==> src/rtl/cc_timer.sv <==
module cc_timer #(
  parameter int CW  = 32,
  parameter int NCH = 4,
  parameter int PW  = 4
) (
  input  logic              clk,
  input  logic              rst_n,
  input  logic              task_start,
  input  logic              task_stop,
  input  logic              task_clear,
  input  logic [NCH-1:0]    task_capture,
  input  logic              presc_we,
  input  logic [PW-1:0]     presc_wdata,
  input  logic [NCH-1:0]    cmp_we,
  input  logic [CW-1:0]     cmp_wdata,
  input  logic [NCH-1:0]    evt_ack,
  input  logic [NCH-1:0]    inten_set,
  input  logic [NCH-1:0]    inten_clr,
  output logic [CW-1:0]     count,
  output logic [NCH*CW-1:0] cmp_q,
  output logic [NCH-1:0]    evt_flag,
  output logic [NCH-1:0]    inten,
  output logic              irq
);
  localparam int DW = (1 << PW) - 1;

  logic              running;
  logic [PW-1:0]     presc;
  logic [DW-1:0]     div_q;
  logic [DW-1:0]     div_mask;
  logic              tick;
  logic [CW-1:0]     cnt_inc;
  logic [NCH-1:0][CW-1:0] cmp_r;

  assign div_mask = (DW'(1) << presc) - DW'(1);
  assign tick     = running && ((div_q & div_mask) == div_mask);
  assign cnt_inc  = count + CW'(1);
  assign cmp_q    = cmp_r;
  assign irq      = |(evt_flag & inten);

  always_ff @(posedge clk or negedge rst_n) begin
    if (!rst_n) begin
      running <= 1'b0;
      presc   <= '0;
      div_q   <= '0;
      count   <= '0;
    end else begin
      if (task_stop)       running <= 1'b0;
      else if (task_start) running <= 1'b1;
      if (presc_we) presc <= presc_wdata;
      if (task_clear)   div_q <= '0;
      else if (running) div_q <= div_q + DW'(1);
      if (task_clear) count <= '0;
      else if (tick)  count <= cnt_inc;
    end
  end

  for (genvar i = 0; i < NCH; i++) begin : g_ch
    always_ff @(posedge clk or negedge rst_n) begin
      if (!rst_n) begin
        cmp_r[i]    <= '0;
        evt_flag[i] <= 1'b0;
        inten[i]    <= 1'b0;
      end else begin
        if (task_capture[i]) cmp_r[i] <= count;
        else if (cmp_we[i])  cmp_r[i] <= cmp_wdata;
        if (tick && !task_clear && cnt_inc == cmp_r[i]) evt_flag[i] <= 1'b1;
        else if (evt_ack[i])                            evt_flag[i] <= 1'b0;
        if (inten_clr[i])      inten[i] <= 1'b0;
        else if (inten_set[i]) inten[i] <= 1'b1;
      end
    end
  end
endmodule

==> config.mk <==
export PLATFORM = sky130hd
export DESIGN_NAME = cc_timer
export DESIGN_NICKNAME = d
export VERILOG_FILES = /design/src/rtl/cc_timer.sv
export SDC_FILE = /design/constraint.sdc
export NUM_CORES = 1
export LEC_CHECK = 0
export ABC_AREA = 1
export BUFFER_PORTS_ARGS = -buffer_cell sky130_fd_sc_hd__buf_2
export CAP_MARGIN = 20
export CORE_ASPECT_RATIO = 0.75
export CORE_MARGIN = 2
export CORE_UTILIZATION = 32
export DETAILED_ROUTE_END_ITERATION = 16
export GPL_ROUTABILITY_DRIVEN = 0
export RECOVER_POWER = 25
export REMOVE_ABC_BUFFERS = 1
export SLEW_MARGIN = 20
export SYNTH_ARGS = -nofsm -noshare
export SYNTH_HDL_FRONTEND = slang
export SYNTH_SLANG_ARGS = --single-unit
==> constraint.sdc <==
create_clock -name clk -period 2.67 [get_ports clk]
set_input_delay 0.6675 -clock clk [delete_from_list [all_inputs] [get_ports clk]]
set_output_delay 0.6675 -clock clk [all_outputs]
set_load 0.01 [all_outputs]
After elaboration in Yosys (flattened, before gate mapping). Cells that the tools add are included.

Bits in registers: 188. Output and inout port bits: 169. Input port bits: 62.

Shift-type cells: 1. Multiplexer cells: 30. Bitwise gates (word level): 2. Reduce and logical (&&, ||, !) cells: 23. Equal/unequal tests: 5. Add/subtract/negate cells: 3.

Operators with widths (count): 2-to-1 mux 32 bit (10); == test 32 bit (4); adder 32 x 1 -> 32 bit (second input constant) (1); 2-to-1 mux 15 bit (2); nonzero test 2 bit (15); 2-to-1 mux 1 bit (18); adder 15 x 1 -> 15 bit (second input constant) (1); bitwise AND 15 bit (1); == test 15 bit (1); << shifter 1 x 4 -> 15 bit (first input constant) (1); subtractor 15 x 2 -> 15 bit (second input constant) (1); logical AND 1 bit (6); bitwise AND 4 bit (1); OR reduction 4 bit (1); logical NOT 1 bit (1).

Depth between registers and ports, before layout. Gate-level depths: netlist of run 1.

Depth after elaboration: 8. Mapped depth: 17. Depth with buffers taken out: 17.

Worst setup path before layout of run 1. OpenSTA, ideal clock, no wires.

Kind: register to register. Start: register presc[3]. End: register count[0]. Required time: 2.542 ns. Library setup time: 0.128 ns. Cell stages (with the launch flop): 15. Clock period less this slack: 2.125 ns. Setup slack: 0.545 ns. Arrival: 1.997 ns. Path through: dfrtp_1 -> clkbuf_2 -> nor2_4 -> nand2_1 -> ha_1 -> or2_2 -> nand3_1 -> nor2_1 -> nand3_1 -> nor3_1 -> nand4_1 -> buf_2 -> inv_1 -> nand2_1 -> o21ai_0.

Word-level cells in the longest chain between the ends: 6.

RTL lines: start: declaration (RTL line 28) `logic [PW-1:0] presc;`; start signal: assignment (RTL line 50) `if (presc_we) presc <= presc_wdata;`; << shifter 1 x 4 -> 15 bit (*) (RTL line 35) `assign div_mask = (DW'(1) << presc) - DW'(1);`; subtractor 15 x 2 -> 15 bit (*) (RTL line 35); bitwise AND 15 bit (RTL line 36) `assign tick = running && ((div_q & div_mask) == div_mask);`; == test 15 bit (*) (RTL line 36); logical AND 1 bit (*) (RTL line 36); nonzero test 2 bit (no source line) (*); end signal: assignment (RTL line 54) `else if (tick) count <= cnt_inc;`; end: declaration (RTL line 19) `output logic [CW-1:0] count,`.

Every way passes the cells marked *; elsewhere a longest branch is shown, timed or not. A chain may end at the register's enable or synchronous reset.

Final worst setup path of run 1.
Start: register count[1]. End: register evt_flag[2].

Word-level cells in the longest chain between the ends: 4. Elaborated cells between the ends (all ways): 5. Those cells by class: 1 x add/sub; 1 x eq/ne; 1 x mux; 2 x reduce/logical.

RTL lines: adder 32 x 1 -> 32 bit (*) (RTL line 37) `assign cnt_inc = count + CW'(1);`; == test 32 bit (*) (RTL line 67) `if (tick && !task_clear && cnt_inc == cmp_r[i]) evt_flag[i] <= 1'b1;`; logical AND 1 bit (*) (RTL line 67); 2-to-1 mux 1 bit or nonzero test 2 bit (tied branches); end signal: indexed assignment (RTL line 62) `evt_flag[i] <= 1'b0;`; end signal: indexed assignment (RTL line 67); end signal: indexed assignment (RTL line 68) `else if (evt_ack[i]) evt_flag[i] <= 1'b0;`; end: declaration (RTL line 21) `output logic [NCH-1:0] evt_flag,`.

Marked as above.

==> results of run 1 <==
==> final cells by class <==
type,instances,area share [%]
inverters,177,4.84
well taps,457,4.16
clock inverters,11,0.993
multi-input cells,1115,41.0
clock buffers,20,3.25
repair buffers,279,11.4
flip-flops and latches,188,34.3
==> per-stage QoR <==
stage                     power (mW)  cells  area (sq um)  hold WS (ns)  setup slack, ns
after floorplan                 3.79   1480         11000         0.372           0.0773
after global placement          4.39   2214         13200         0.454            0.199
after detailed placement        4.40   2214         13200         0.457            0.181
after CTS                       7.02   2245         13700         0.245            0.150
after global routing            7.28   2247         13700         0.337         0.000889
final                           7.01   2247         13700         0.351            0.201
==> kinds of logic (layout without fill, tap and decap cells) <==
kind of cell / after synthesis / count (layout) / synth area share (%)
and+or+nand+nor: 757 / 757 / 29.9
AOI/OAI and AO/OA: 335 / 335 / 17.7
buffers and inverters: 258 / 487 / 8.97
DFF: 188 / 188 / 41.5
xor gates and xnor gates: 19 / 19 / 1.47
adders and majority gates: 3 / 3 / 0.331
muxes: 1 / 1 / 0.0994
==> power by group <==
group          internal [mW]  switching, mW
Clock                   1.42           1.24
Sequential              3.01          0.215
Combinational          0.421          0.708
==> flip-flops by register name (all words and copies together), names as in the netlist <==
| register | cells |
|---|---|
| running | 1 |
| evt_flag | 4 |
| presc | 4 |
| cmp_q | 128 |
| count | 32 |
| inten | 4 |
| div_q | 15 |
==> worst paths after layout <==
kind | endpoint | from
setup / recovery | evt_flag[2] | count[1]
hold / removal | inten[2] | inten_clr[2]
setup reg to reg | evt_flag[2] | count[1]
hold reg to reg | div_q[14] | div_q[14]
max in group asynchronous | count[9] | rst_n
min in group asynchronous | cmp_q[24] | rst_n
==> placed cells by master (no fill, tap or decap), types with 17 or more instances in the layout <==
master     count
inv_1        168
clkbuf_16     17
buf_2        229
a21oi_1       59
dfrtp_1      183
nor2_1       139
o22ai_1      155
a31oi_1       87
o21ai_0       19
nand2_1      392
buf_4         39
nand3_1      103
nand2_2       30
nand3b_1      43
==> what timing repair did <==
item	CTS	global route
buffers inserted	0	2
gates resized for setup	0	11
endpoints found under the setup margin	0	12
==> routing by layer <==
layer / track usage [%] / share of wire (%)
met1: 36.6 / 48
met2: 35.1 / 43
met4: 6.42 / 2.1
met3: 3.72 / 7.2
met5: 0 / 0
==> run summary, run 1 <==
Yosys reg bits -> 188
Fin crit period -> 2.47 ns
Final core occ -> 39.5%
Seq/Total Area, Yosys -> 41.5%
Crit path kind -> register to register
Routed Antenna Nets -> 0
Largest net degree at the start of global routing -> 64
Setup TNS -> 0 ns
CP Capture Type -> register
Share of the synthesized area in the top cell type -> 41.5%
GR Util All Layers -> 24.0%
Failing checks -> max-capacitance violations, max-slew violations
Leak pwr -> 6.78 nW
Gr ovfl total -> 0
Reg clk slew, reported paths -> 0.08 ns
Most Frequent Cell on Critical Path -> nand2_1
Worst Max-Slew Pin Slew -> 1.80 ns
Max-cap violation count -> 1
DR vias/cell -> 5.47
Final Hold Vio Count -> 0
DR WL/cell -> 19.9 microns
Antenna Cells -> 0
Final Max Tran Viols -> 63
Worst Hold Depth -> 2
Worst path bufs/invs -> 0
Layout cells sized above 1 -> 21.5%
Top cell type by total area after synthesis -> dfrtp_1
Crit path largest cell delay -> 0.41 ns
Status -> complete, but fails checks
Critical path data required time -> 3.05 ns
# rows -> 59
Initial drt markers -> 1077
Initial core utilization -> 32.6%
RSZ-0062 raised after global routing -> yes
Stages on worst setup path -> 15
CTS HTree Levels -> 4
Finish-stage setup viols -> 0
Netlist cell types -> 40
Peak supply drop -> 0.405 mV
Final net count -> 1843
FF+latch area -> 4710 sq um
CTS buffer count -> 17
P&R area growth vs syn -> 21.2%
First-pass GRT wire length -> 69.0 mm
Final Cycle Share -> 92.5%
FILL cells -> 3617
Yosys warnings -> 0
Post-synth EDFFs -> 0
TritonRoute pass-1 iters -> 5
Mapped Area -> 11300 sq um
Area contributors post-synth -> dfrtp_1 (42%), nand2_1 (13%), o22ai_1 (8.6%)
Drc violations -> 0
Relative slew slack -> -20.2%
Die footprint -> 36900 sq um
Crit start category -> register
CP top delay family -> simple AND/OR/NAND/NOR gates
Ys async rst share -> 100%
Final clock skew -> 0.0125 ns
Placed wire-length estimate -> 33.5 mm
Flop2flop setup slack -> 0.20 ns
CTS tree -> done
Clock Tree Root -> clkbuf_16
Power per cell area -> 510 nW/um^2
Clk Latency, worst-skew pair -> 0.45 ns
Fmax -> 405 MHz
# port buffers -> 230
Core area -> 34800 sq um
Most used flip-flop cell after synthesis -> dfrtp_1
Most frequent cell after synthesis -> nand2_1
Synthesized instance count -> 1561
Commonest cells post-synth -> nand2_1 (395), dfrtp_1 (188), inv_1 (168)
Crit-path max FO -> 8
Initial antenna violation count -> 0
Final WL -> 44.8 mm
Routed vias -> 12299
Die Wd -> 221 microns
Vias in the first global route -> 11366
Crit-path slowest cell -> dfrtp_1
Worst Path Arrival -> 2.85 ns
Clk buf depth -> 2
CP Cell Sequence -> ha_2 > nand2_2 > nor2_4 > nand3_2 > nand2_1 > nand2_1 > nand2_1 > nand2_1 > nor2_1 > nand2_1 > nor2_1 > nand2_1 > nor2_1 > nand3_1 > nand2_1
R2R depth -> 15
Vert. Die Dim -> 167 microns
Clock Sink Count -> 188
Hold Path Class -> input pin to register
Ports -> 231
Synth Area per Inst -> 7.26 sq um
Post-CTS Hold Buffers -> 0
Multi-input gate area -> 5630 sq um
Note: power is estimated with default switching activity, not from simulation.
==> inputs of run 2 (changes only) <==
--- a/config.mk
+++ b/config.mk
@@ -10,7 +10,7 @@
 export CAP_MARGIN = 20
 export CORE_ASPECT_RATIO = 0.75
 export CORE_MARGIN = 2
-export CORE_UTILIZATION = 32
+export CORE_UTILIZATION = 31
 export DETAILED_ROUTE_END_ITERATION = 16
 export GPL_ROUTABILITY_DRIVEN = 0
 export RECOVER_POWER = 25
==> run 2 against run 1 <==
Against the previous run:
- the run still ends with max-capacitance violations, max-slew violations left
- utilization is 1.2 points lower
- via count is 0.31% lower
- combinational power hardly changed
- largest cell class unchanged
- largest power group unchanged
==> run summary, run 2 (same netlist as run 1, synthesis figures left out) <==
Fmax -> 394 MHz (-2.6%)
Fin crit period -> 2.54 ns (+0.0668 ns)
Layout cells sized above 1 -> 21.3% (-0.19 points)
Hold_ws -> 0.348 ns (-0.00276 ns)
Final net count -> 1840 (-0.16%)
Final core occ -> 38.3% (-1.2 points)
CTS buffer count -> 17 (unchanged)
Max reg flops -> 128 (unchanged)
# rows -> 60 (+1.7%)
Initial drt markers -> 1276 (+18%)
Gr ovfl total -> 0 (unchanged)
Final WL -> 45.3 mm (+1.2%)
Placed wire-length estimate -> 33.9 mm (+0.99%)
# port buffers -> 230 (unchanged)
DR WL/cell -> 20.1 microns (+0.95%)
CP Capture Type -> register
Vias in the first global route -> 11367 (+0.0088%)
Die footprint -> 38100 sq um (+3.2%)
Final clock skew -> 0.0111 ns (-0.00139 ns)
Final Cycle Share -> 95.0% (+2.5 points)
Final Max Tran Viols -> 65 (+3.2%)
Routed Antenna Nets -> 0 (unchanged)
Crit path kind -> register to register
Fin worst setup slack -> 0.135 ns (-0.0668 ns)
Initial core utilization -> 31.5% (-1.1 points)
P&R area growth vs syn -> 21.6%
Final Cell Area -> 13800 sq um (+0.34%)
Hold Path Class -> input pin to register
Ports -> 231 (unchanged)
Clock Tree Root -> clkbuf_16
Crit-path max FO -> 12 (+4)
Status -> complete, but fails checks
Die Wd -> 225 microns (+1.6%)
Worst Max-Slew Pin Slew -> 1.94 ns (+0.135 ns)
Failing checks -> max-capacitance violations, max-slew violations
Max-cap violation count -> 1 (unchanged)
DP Area -> 13100 sq um (about the same)
Power per cell area -> 516 nW/um^2 (+1.1%)
Antenna Cells -> 0 (unchanged)
Relative slew slack -> -29.2% (-9.0 points)
CTS HTree Levels -> 4 (unchanged)
Largest net degree at the start of global routing -> 67 (+4.7%)
Vert. Die Dim -> 170 microns (+1.6%)
Layout Cells excl Fill -> 2252 (+0.22%)
Critical path data required time -> 3.07 ns (+0.02 ns)
First-pass GRT wire length -> 68.5 mm (-0.59%)
Core area -> 36000 sq um (+3.4%)
Drc violations -> 0 (unchanged)
Clock Sink Count -> 188 (unchanged)
Clk buf depth -> 2 (unchanged)
Final Hold Vio Count -> 0 (unchanged)
Most frequent cells in the layout -> nand2_1 (394), buf_2 (229), dfrtp_1 (184)
Crit start category -> register
Initial antenna violation count -> 1 (+1)
Clk Latency, worst-skew pair -> 0.46 ns (about the same)
Leak pwr -> 6.79 nW (+0.15%)
GR Util All Layers -> 23.6% (-0.40 points)
Worst Path Arrival -> 2.93 ns (+0.08 ns)
Setup WS pre-CTS -> 0.106 ns (-0.0753 ns)
Routed vias -> 12261 (-0.31%)
DR vias/cell -> 5.44 (-0.53%)
Commonest non-fill, non-tap cell in the layout -> nand2_1
Placed insts -> 2219 (+0.23%)
Peak supply drop -> 0.328 mV (-19%)
TritonRoute pass-1 iters -> 6 (+1)
Finish-stage setup viols -> 0 (unchanged)
FILL cells -> 3740 (+3.4%)
CTS tree -> done
Reg clk slew, reported paths -> 0.08 ns (about the same)
-- run 2: worst paths after layout --
kind	startpoint	endpoint	slack (ns)	cells past startpoint
setup / recovery	count[0]	evt_flag[1]	0.13	13
hold / removal	inten_clr[0]	inten[0]	0.35	2
setup reg to reg	count[0]	evt_flag[1]	0.13	13
hold reg to reg	div_q[14]	div_q[14]	0.48	1
max in group asynchronous	rst_n	cmp_q[92]	0.70	2
min in group asynchronous	rst_n	cmp_q[113]	0.75	1
-- run 2: stage by stage --
step / setup TNS, ns / power (mW)
after floorplan: 0 / 3.79
after global placement: 0 / 4.39
after detailed placement: 0 / 4.41
after CTS: 0 / 7.13
after global routing: -0.0234 / 7.40
final: 0 / 7.11
-- run 2: area by class of cell --
class | count | area (sq um) | share of cell area (%)
clock buffers | 18 | 429 | 3.11
clock inverters | 13 | 180 | 1.31
inverters | 177 | 664 | 4.82
multi-input cells | 1115 | 5640 | 40.9
flip-flops and latches | 188 | 4710 | 34.2
well taps | 465 | 582 | 4.22
repair buffers | 276 | 1580 | 11.4
-- run 2: routing by layer --
metal  vias up  wire [microns]  global-route usage (%)
met4         2             976                    6.91
met2       602           19400                    34.6
met3        67            3920                    5.38
met5         -              14                       0
li1       5716               -                       -
met1      5874           21000                    34.6
-- run 2: where the power goes --
group / switching (mW) / leakage (nW) / internal, mW
clock: 1.26 / 0.292 / 1.50
combinational: 0.713 / 4.10 / 0.422
sequential: 0.215 / 2.40 / 3.01
total: 2.18 / 6.79 / 4.93
-- run 2: worst max-delay path, cell delays in order, from the launching register on --
cell     delay, ns
dfrtp_1       0.35
buf_4         0.20
inv_1         0.12
nor2_4        0.25
nand4_1       0.33
o21ai_2       0.35
nand2_2       0.14
nand2_1       0.08
nand2_1       0.05
nor2_1        0.22
nand2_1       0.09
nor2_1        0.14
nand3_1       0.10
nand2_1       0.06
-- run 2: repair_timing --
| action | in CTS | in global routing |
|---|---|---|
| setup buffers | 0 | 2 |
| resized for setup | 0 | 12 |
| hold buffers | 0 | 0 |
| endpoints found under the setup margin | 0 | 36 |
